<file path="config.mk">
export PLATFORM = sky130hd
export DESIGN_NAME = spi_xfer_engine
export DESIGN_NICKNAME = d
export VERILOG_FILES = /design/src/rtl/spi_xfer_pkg.sv /design/src/rtl/spi_byte_shifter.sv /design/src/rtl/spi_cs_ctrl.sv /design/src/rtl/spi_xfer_engine.sv
export SDC_FILE = /design/constraint.sdc
export NUM_CORES = 1
export LEC_CHECK = 0
export ABC_AREA = 1
export BUFFER_PORTS_ARGS = -buffer_cell sky130_fd_sc_hd__buf_2
export CAP_MARGIN = 20
export CORE_ASPECT_RATIO = 0.6
export CORE_MARGIN = 2
export CORE_UTILIZATION = 50
export DETAILED_ROUTE_END_ITERATION = 12
export PLACE_DENSITY_LB_ADDON = 0.25
export SYNTH_ARGS = -nofsm -noshare
export SYNTH_HDL_FRONTEND = slang
export SYNTH_HIERARCHICAL = 1
export SYNTH_SLANG_ARGS = --single-unit
</file>
<file path="constraint.sdc">
create_clock -name clk -period 4.48 [get_ports clk]
set_input_delay 0.224 -clock clk [delete_from_list [all_inputs] [get_ports clk]]
set_output_delay 0.224 -clock clk [all_outputs]
set_load 0.02 [all_outputs]
</file>
<file path="src/rtl/spi_xfer_pkg.sv">
`timescale 1ns/1ps
package spi_xfer_pkg;

    typedef enum logic [2:0] {
        ST_IDLE,
        ST_PREP,
        ST_LEAD,
        ST_TRAIL,
        ST_BYTE_END,
        ST_FINISH
    } xfer_state_t;

endpackage

</file>
<file path="src/rtl/spi_byte_shifter.sv">
`timescale 1ns/1ps
module spi_byte_shifter #(
    parameter int DW = 8
) (
    input  logic          clk,
    input  logic          rst_n,
    input  logic          load,
    input  logic [DW-1:0] load_data,
    input  logic          lsb_first,
    input  logic          cpha,
    input  logic          lead_edge,
    input  logic          trail_edge,
    input  logic          miso,
    output logic          mosi,
    output logic [DW-1:0] rx_byte
);

    logic [DW-1:0] tx_sr;
    logic [DW-1:0] rx_sr;
    logic [DW-1:0] load_rev;
    logic [DW-1:0] rx_rev;
    logic          launch;
    logic          sample;

    for (genvar gi = 0; gi < DW; gi++) begin : g_rev
        assign load_rev[gi] = load_data[DW-1-gi];
        assign rx_rev[gi]   = rx_sr[DW-1-gi];
    end

    // Phase 0 launches at load and trailing edges; phase 1 at leading edges.
    assign launch = cpha ? lead_edge : trail_edge;
    assign sample = cpha ? trail_edge : lead_edge;

    always_ff @(posedge clk or negedge rst_n) begin
        if (!rst_n) begin
            tx_sr <= '0;
            rx_sr <= '0;
            mosi  <= 1'b0;
        end else begin
            if (load) begin
                if (!cpha) begin
                    {mosi, tx_sr} <= {(lsb_first ? load_rev : load_data), 1'b0};
                end else begin
                    tx_sr <= lsb_first ? load_rev : load_data;
                end
            end else if (launch) begin
                {mosi, tx_sr} <= {tx_sr, 1'b0};
            end
            if (sample) begin
                rx_sr <= {rx_sr[DW-2:0], miso};
            end
        end
    end

    always_comb begin
        rx_byte = lsb_first ? rx_rev : rx_sr;
    end

endmodule

</file>
<file path="src/rtl/spi_cs_ctrl.sv">
`timescale 1ns/1ps
module spi_cs_ctrl #(
    parameter int NCS  = 4,
    parameter int SELW = 2
) (
    input  logic [SELW-1:0] sel,
    input  logic            act_low,
    input  logic            manual,
    input  logic            man_level,
    input  logic            active,
    output logic [NCS-1:0]  cs_pins
);

    for (genvar gi = 0; gi < NCS; gi++) begin : g_pin
        // Unselected pins always rest at the inactive level.
        assign cs_pins[gi] = (sel == SELW'(gi))
                           ? (manual ? man_level : (active ^ act_low))
                           : act_low;
    end

endmodule

</file>
<file path="src/rtl/spi_xfer_engine.sv">
`timescale 1ns/1ps
module spi_xfer_engine #(
    parameter int DW   = 8,
    parameter int CW   = 24,
    parameter int NCS  = 4,
    localparam int SELW = $clog2(NCS)
) (
    input  logic            clk,
    input  logic            rst_n,
    input  logic            cfg_en,
    input  logic            cfg_cpha,
    input  logic            cfg_cpol,
    input  logic            cfg_cs_act_low,
    input  logic            cfg_lsb_first,
    input  logic [SELW-1:0] cfg_cs_sel,
    input  logic            cfg_discard_rx,
    input  logic            cfg_cs_manual,
    input  logic            cfg_cs_level,
    input  logic [CW-1:0]   burst_len,
    input  logic [CW-1:0]   tx_len,
    input  logic            go_set,
    output logic            go_bit,
    output logic            done_pulse,
    input  logic            txf_empty,
    input  logic [DW-1:0]   txf_data,
    output logic            txf_pop,
    input  logic            rxf_full,
    output logic            rxf_push,
    output logic [DW-1:0]   rxf_data,
    input  logic            edge_tick,
    output logic            sclk,
    output logic            mosi,
    input  logic            miso,
    output logic [NCS-1:0]  cs_pins
);
    import spi_xfer_pkg::*;

    localparam int BCW = $clog2(DW);

    xfer_state_t    state, state_nx;
    logic [CW-1:0]  bytes_left;
    logic [CW-1:0]  tx_left;
    logic [BCW-1:0] bit_idx;
    logic           need_tx, prep_go, lead_edge, trail_edge, last_bit;
    logic           xfer_active, start_ok;
    logic [DW-1:0]  load_byte;
    logic [DW-1:0]  rx_byte;

    always_comb begin
        need_tx    = (tx_left != '0);
        start_ok   = go_bit && cfg_en;
        prep_go    = (state == ST_PREP)
                   && !(need_tx && txf_empty)
                   && !(!cfg_discard_rx && rxf_full);
        lead_edge  = (state == ST_LEAD) && edge_tick;
        trail_edge = (state == ST_TRAIL) && edge_tick;
        last_bit   = (bit_idx == BCW'(DW-1));
        load_byte  = need_tx ? txf_data : '0;
    end

    always_comb begin
        state_nx = state;
        unique case (state)
            ST_IDLE:     if (start_ok) state_nx = (burst_len == '0) ? ST_FINISH : ST_PREP;
            ST_PREP:     if (prep_go) state_nx = ST_LEAD;
            ST_LEAD:     if (edge_tick) state_nx = ST_TRAIL;
            ST_TRAIL:    if (edge_tick) state_nx = last_bit ? ST_BYTE_END : ST_LEAD;
            ST_BYTE_END: state_nx = (bytes_left == CW'(1)) ? ST_FINISH : ST_PREP;
            ST_FINISH:   state_nx = ST_IDLE;
            default:     state_nx = ST_IDLE;
        endcase
    end

    always_ff @(posedge clk or negedge rst_n) begin
        if (!rst_n) state <= ST_IDLE;
        else        state <= state_nx;
    end

    always_ff @(posedge clk or negedge rst_n) begin
        if (!rst_n) begin
            bytes_left <= '0;
            tx_left    <= '0;
            bit_idx    <= '0;
            go_bit     <= 1'b0;
        end else begin
            if (go_set)                  go_bit <= 1'b1;
            else if (state == ST_FINISH) go_bit <= 1'b0;

            if (state == ST_IDLE && start_ok) begin
                bytes_left <= burst_len;
                tx_left    <= tx_len;
                bit_idx    <= '0;
            end
            if (prep_go && need_tx)      tx_left <= tx_left - CW'(1);
            if (trail_edge)              bit_idx <= last_bit ? '0 : bit_idx + 1'b1;
            if (state == ST_BYTE_END)    bytes_left <= bytes_left - CW'(1);
        end
    end

    always_comb begin
        txf_pop     = prep_go && need_tx;
        rxf_push    = (state == ST_BYTE_END) && !cfg_discard_rx;
        done_pulse  = (state == ST_FINISH);
        sclk        = cfg_cpol ^ (state == ST_TRAIL);
        xfer_active = (state == ST_PREP) || (state == ST_LEAD)
                   || (state == ST_TRAIL) || (state == ST_BYTE_END);
    end

    assign rxf_data = rx_byte;

    spi_byte_shifter #(.DW(DW)) u_shift (
        .clk        (clk),
        .rst_n      (rst_n),
        .load       (prep_go),
        .load_data  (load_byte),
        .lsb_first  (cfg_lsb_first),
        .cpha       (cfg_cpha),
        .lead_edge  (lead_edge),
        .trail_edge (trail_edge),
        .miso       (miso),
        .mosi       (mosi),
        .rx_byte    (rx_byte)
    );

    spi_cs_ctrl #(.NCS(NCS), .SELW(SELW)) u_cs (
        .sel       (cfg_cs_sel),
        .act_low   (cfg_cs_act_low),
        .manual    (cfg_cs_manual),
        .man_level (cfg_cs_level),
        .active    (xfer_active),
        .cs_pins   (cs_pins)
    );

endmodule

</file>
==> impl_results.md <==
* H-tree depth at 3
* Resized cells post-CTS at 0
* Fin cells at 1013
* NumNets Final at ~950
* Routed wire length at roughly 14 mm
* Vias in the first global route at between 4000 and 5000
* Starting Density at between 50% and 60%
* Worst setup margin at roughly 1.8 ns
* Sink Count at approximately 70
* Gr usage total at 26.61%
* Post-DR wirelength/cell at between 10 and 15 um
* Final hold vios at 0
* Hold_sp: go_set
* Root Driver: clkbuf_16
* Worst-margin pin slew at 0.7040 ns
* Netlist Area Pre-Place at 5129 um2
* Via count at about 5500
* Global-route wire length before repair at around 24 mm
* IO Pins at 91
* GR Overflow Total at 0
* DR pass1 iterations at 5
* Area growth from synthesis to layout at 17.27%
* Die width at 134.8 um
* Mapped Cells at ~800
* Core area at 9915 um2
* Most used flip-flop cell after synthesis: dfrtp_1
* Slew Limit Fails at 0
* Post-synth net total at a little under 900
* Final setup vio count at 0
* Crit path time final at roughly 2.6 ns
* Post-synth top area share at a little over a third
* Rel. slew slack at between 50% and 60%
* Library cells used by synthesis at 41
* Minimum setup slack among reg-to-reg paths at between 1.5 and 2 ns
* R2R Path End: bytes_left[18]
* Number of buffers created by CTS at 9
* Pre-CTS setup slack at roughly 1.9 ns
* Crit path DAT at about 2.9 ns
* Status: finished, final reports clean
* #FFs+latches synth at just over 70
* Worst r2r src: state[1]
* Worst-path clk slew at roughly 0.06 ns
* Initial antenna violation count at 0
* Lkg Pwr at between 3 and 4 nW
* Power Density at around 620 nW/um2
* Clk_lat worst skew at around 0.34 ns
* Avg Cell Area, Syn at approximately 6.5 um2
* Max-cap check violation count at 0
* TritonCTS clock tree: yes
* Type of the tightest min-delay check: in -> reg
* Final ANT Viol Nets at 0
* WS Path Type: reg -> reg
* Hold WS at 0.08537 ns
* Seq/Total Area, Yosys at 35.13%
* RSZ-0062 raised after global routing: false
* # diodes at 0
* DRC viols at 0
* Synth area leader: dfrtp_1
* Dpl hpwl at 10.25 mm
* Period utilization at 58.90%
* DR vias/cell at around 5.4
* CP endpoint kind: flip-flop
* Port Buffers at 90
* CTS Buffer Depth at 2
* Worst VDD drop at between 300 and 400 uV
* EDFF count, synth at 0
* Die Area at around 11000 um2
* Routability Congestion at 0.9472
* Dominant cells by area after synthesis: dfrtp_1 (35%), nand2_1 (20%), nor2_1 (6.8%)
* Inst Count DP at ~1000
* Async S/R FF share, synth at 100.0%
* Critical Path RT at approximately 4.7 ns
* Fmax at ~380 MHz
* Setup Skew at 0.004505 ns
* Die height at just over 80 um
* Reg2reg path depth at 6
* Num rows at 28
* Startpoint Class: flip-flop
* Sum Neg Setup Slack at 0 ns
* Worst hold endpoint: go_bit
* Synth Warn # at 6
* Hold path depth at 2
* Fraction of layout cells with a size suffix above 1 at between 10% and 20%
* 1st-iter DRT viols at 540
* Largest net degree at the start of global routing at 50
* Crit path max fanout at 26
## cells in the mapped netlist, types with 4 or more instances
cell        n
nand2_1   275
nor2_1     93
inv_1      82
dfrtp_1    72
nand3_1    61
o21ai_0    53
nand4_1    28
o21ai_1    11
xor2_1     10
xnor2_1     9
a22oi_1     8
nor3_1      8
a21oi_1     7
nor2_2      7
buf_2       6
inv_2       6
nand2_2     6
ha_1        5
buf_4       4
buf_6       4
clkbuf_1    4
o21bai_1    4
## report_power, final
part / total [W] / internal, W / switching (W)
Sequential: 0.00127 / 0.000951 / 0.000314
Combinational: 0.00157 / 0.000538 / 0.00103
Clock: 0.000898 / 0.000616 / 0.000282
Total: 0.00373 / 0.00211 / 0.00163
## worst max path at each step
stage                          start              to  slack (ns)  depth (start not counted)
after floorplan           tx_left[0]    u_shift/mosi        2.61                         13
after global placement      state[1]   bytes_left[2]        2.07                          7
after detailed placement    state[1]  bytes_left[18]        1.92                          6
after CTS                 tx_left[0]         txf_pop        1.83                          8
after global routing        state[1]  bytes_left[18]        1.52                          6
final                       state[1]  bytes_left[18]        1.84                          6
## area by class of cell
cell class	instances	area, um2
clock inverters	5	127.6
clock buffers	11	242.7
flip-flops and latches	72	1802
fillers	934	3900
repair buffers	93	475.5
multi-input cells	608	2863
well taps	135	168.9
inverters	89	335.3
## cells in the final DEF, fill, tap and decap left out, types with 2 or more instances in the layout
cell type / instances
buf_4: 2
nor2_2: 7
clkbuf_16: 9
a22oi_1: 8
buf_2: 90
nor3_1: 8
xor2_1: 10
inv_1: 82
nand4_1: 28
dfrtp_1: 72
o21ai_1: 11
nand2_1: 275
o31ai_1: 2
ha_1: 5
inv_2: 6
nor2_1: 93
nand3_1: 61
nor2_4: 2
nand3_4: 2
nand2_2: 6
bufinv_16: 4
o21ai_0: 53
xnor2_1: 9
o22ai_1: 3
o21bai_1: 4
a21oi_1: 7
o211ai_1: 3
## timing repair
action / in CTS / in global routing
setup endpoints to repair: 0 / 0
endpoints found under the hold margin: 23 / 0
hold buffers: 1 / 0
setup buffers: 0 / 0
## metal layers
metal | track usage (%) | share of wire (%)
met4 | 5.474 | 0.99
met5 | 0 | 0
met3 | 4.945 | 7.5
met1 | 38.83 | 49
met2 | 41.57 | 43
## stage by stage
| stage | utilization (%) | power [W] | cell area (um2) |
|---|---|---|---|
| final | 60.66 | 0.003733 | 6015 |
| after detailed placement | 56.83 | 0.002795 | 5634 |
| after floorplan | - | 0.002389 | 5129 |
| after global routing | 60.66 | 0.004028 | 6015 |
| after global placement | 56.83 | 0.002730 | 5634 |
| after CTS | 60.66 | 0.003722 | 6015 |
## critical path: stages, from the launching register on
cell and delay [ns]:
dfrtp_1 0.45, nor2_2 0.09, nand2_2 0.36, inv_1 0.40, nor2_2 0.67, inv_1 0.28, o21ai_0 0.27
## state kept, by name, indices dropped and copies added (netlist names)
signal         flops
u_shift/rx_sr      8
u_shift/tx_sr      8
bit_idx            3
go_bit             1
tx_left           24
state              3
bytes_left        24
u_shift/mosi       1
## cells by family (layout without fill, tap and decap cells)
family                     after synthesis  after routing  share of synthesized area, %
and+or+nand+nor                        489            489                         40.94
adders and majority gates                5              5                         1.220
buffers and inverters                  109            198                         9.051
xor gates and xnor gates                19             19                         3.245
DFF                                     72             72                         35.13
AOI/OAI and AO/OA                       95             95                         10.42
Power figures use the tool's default switching activity.
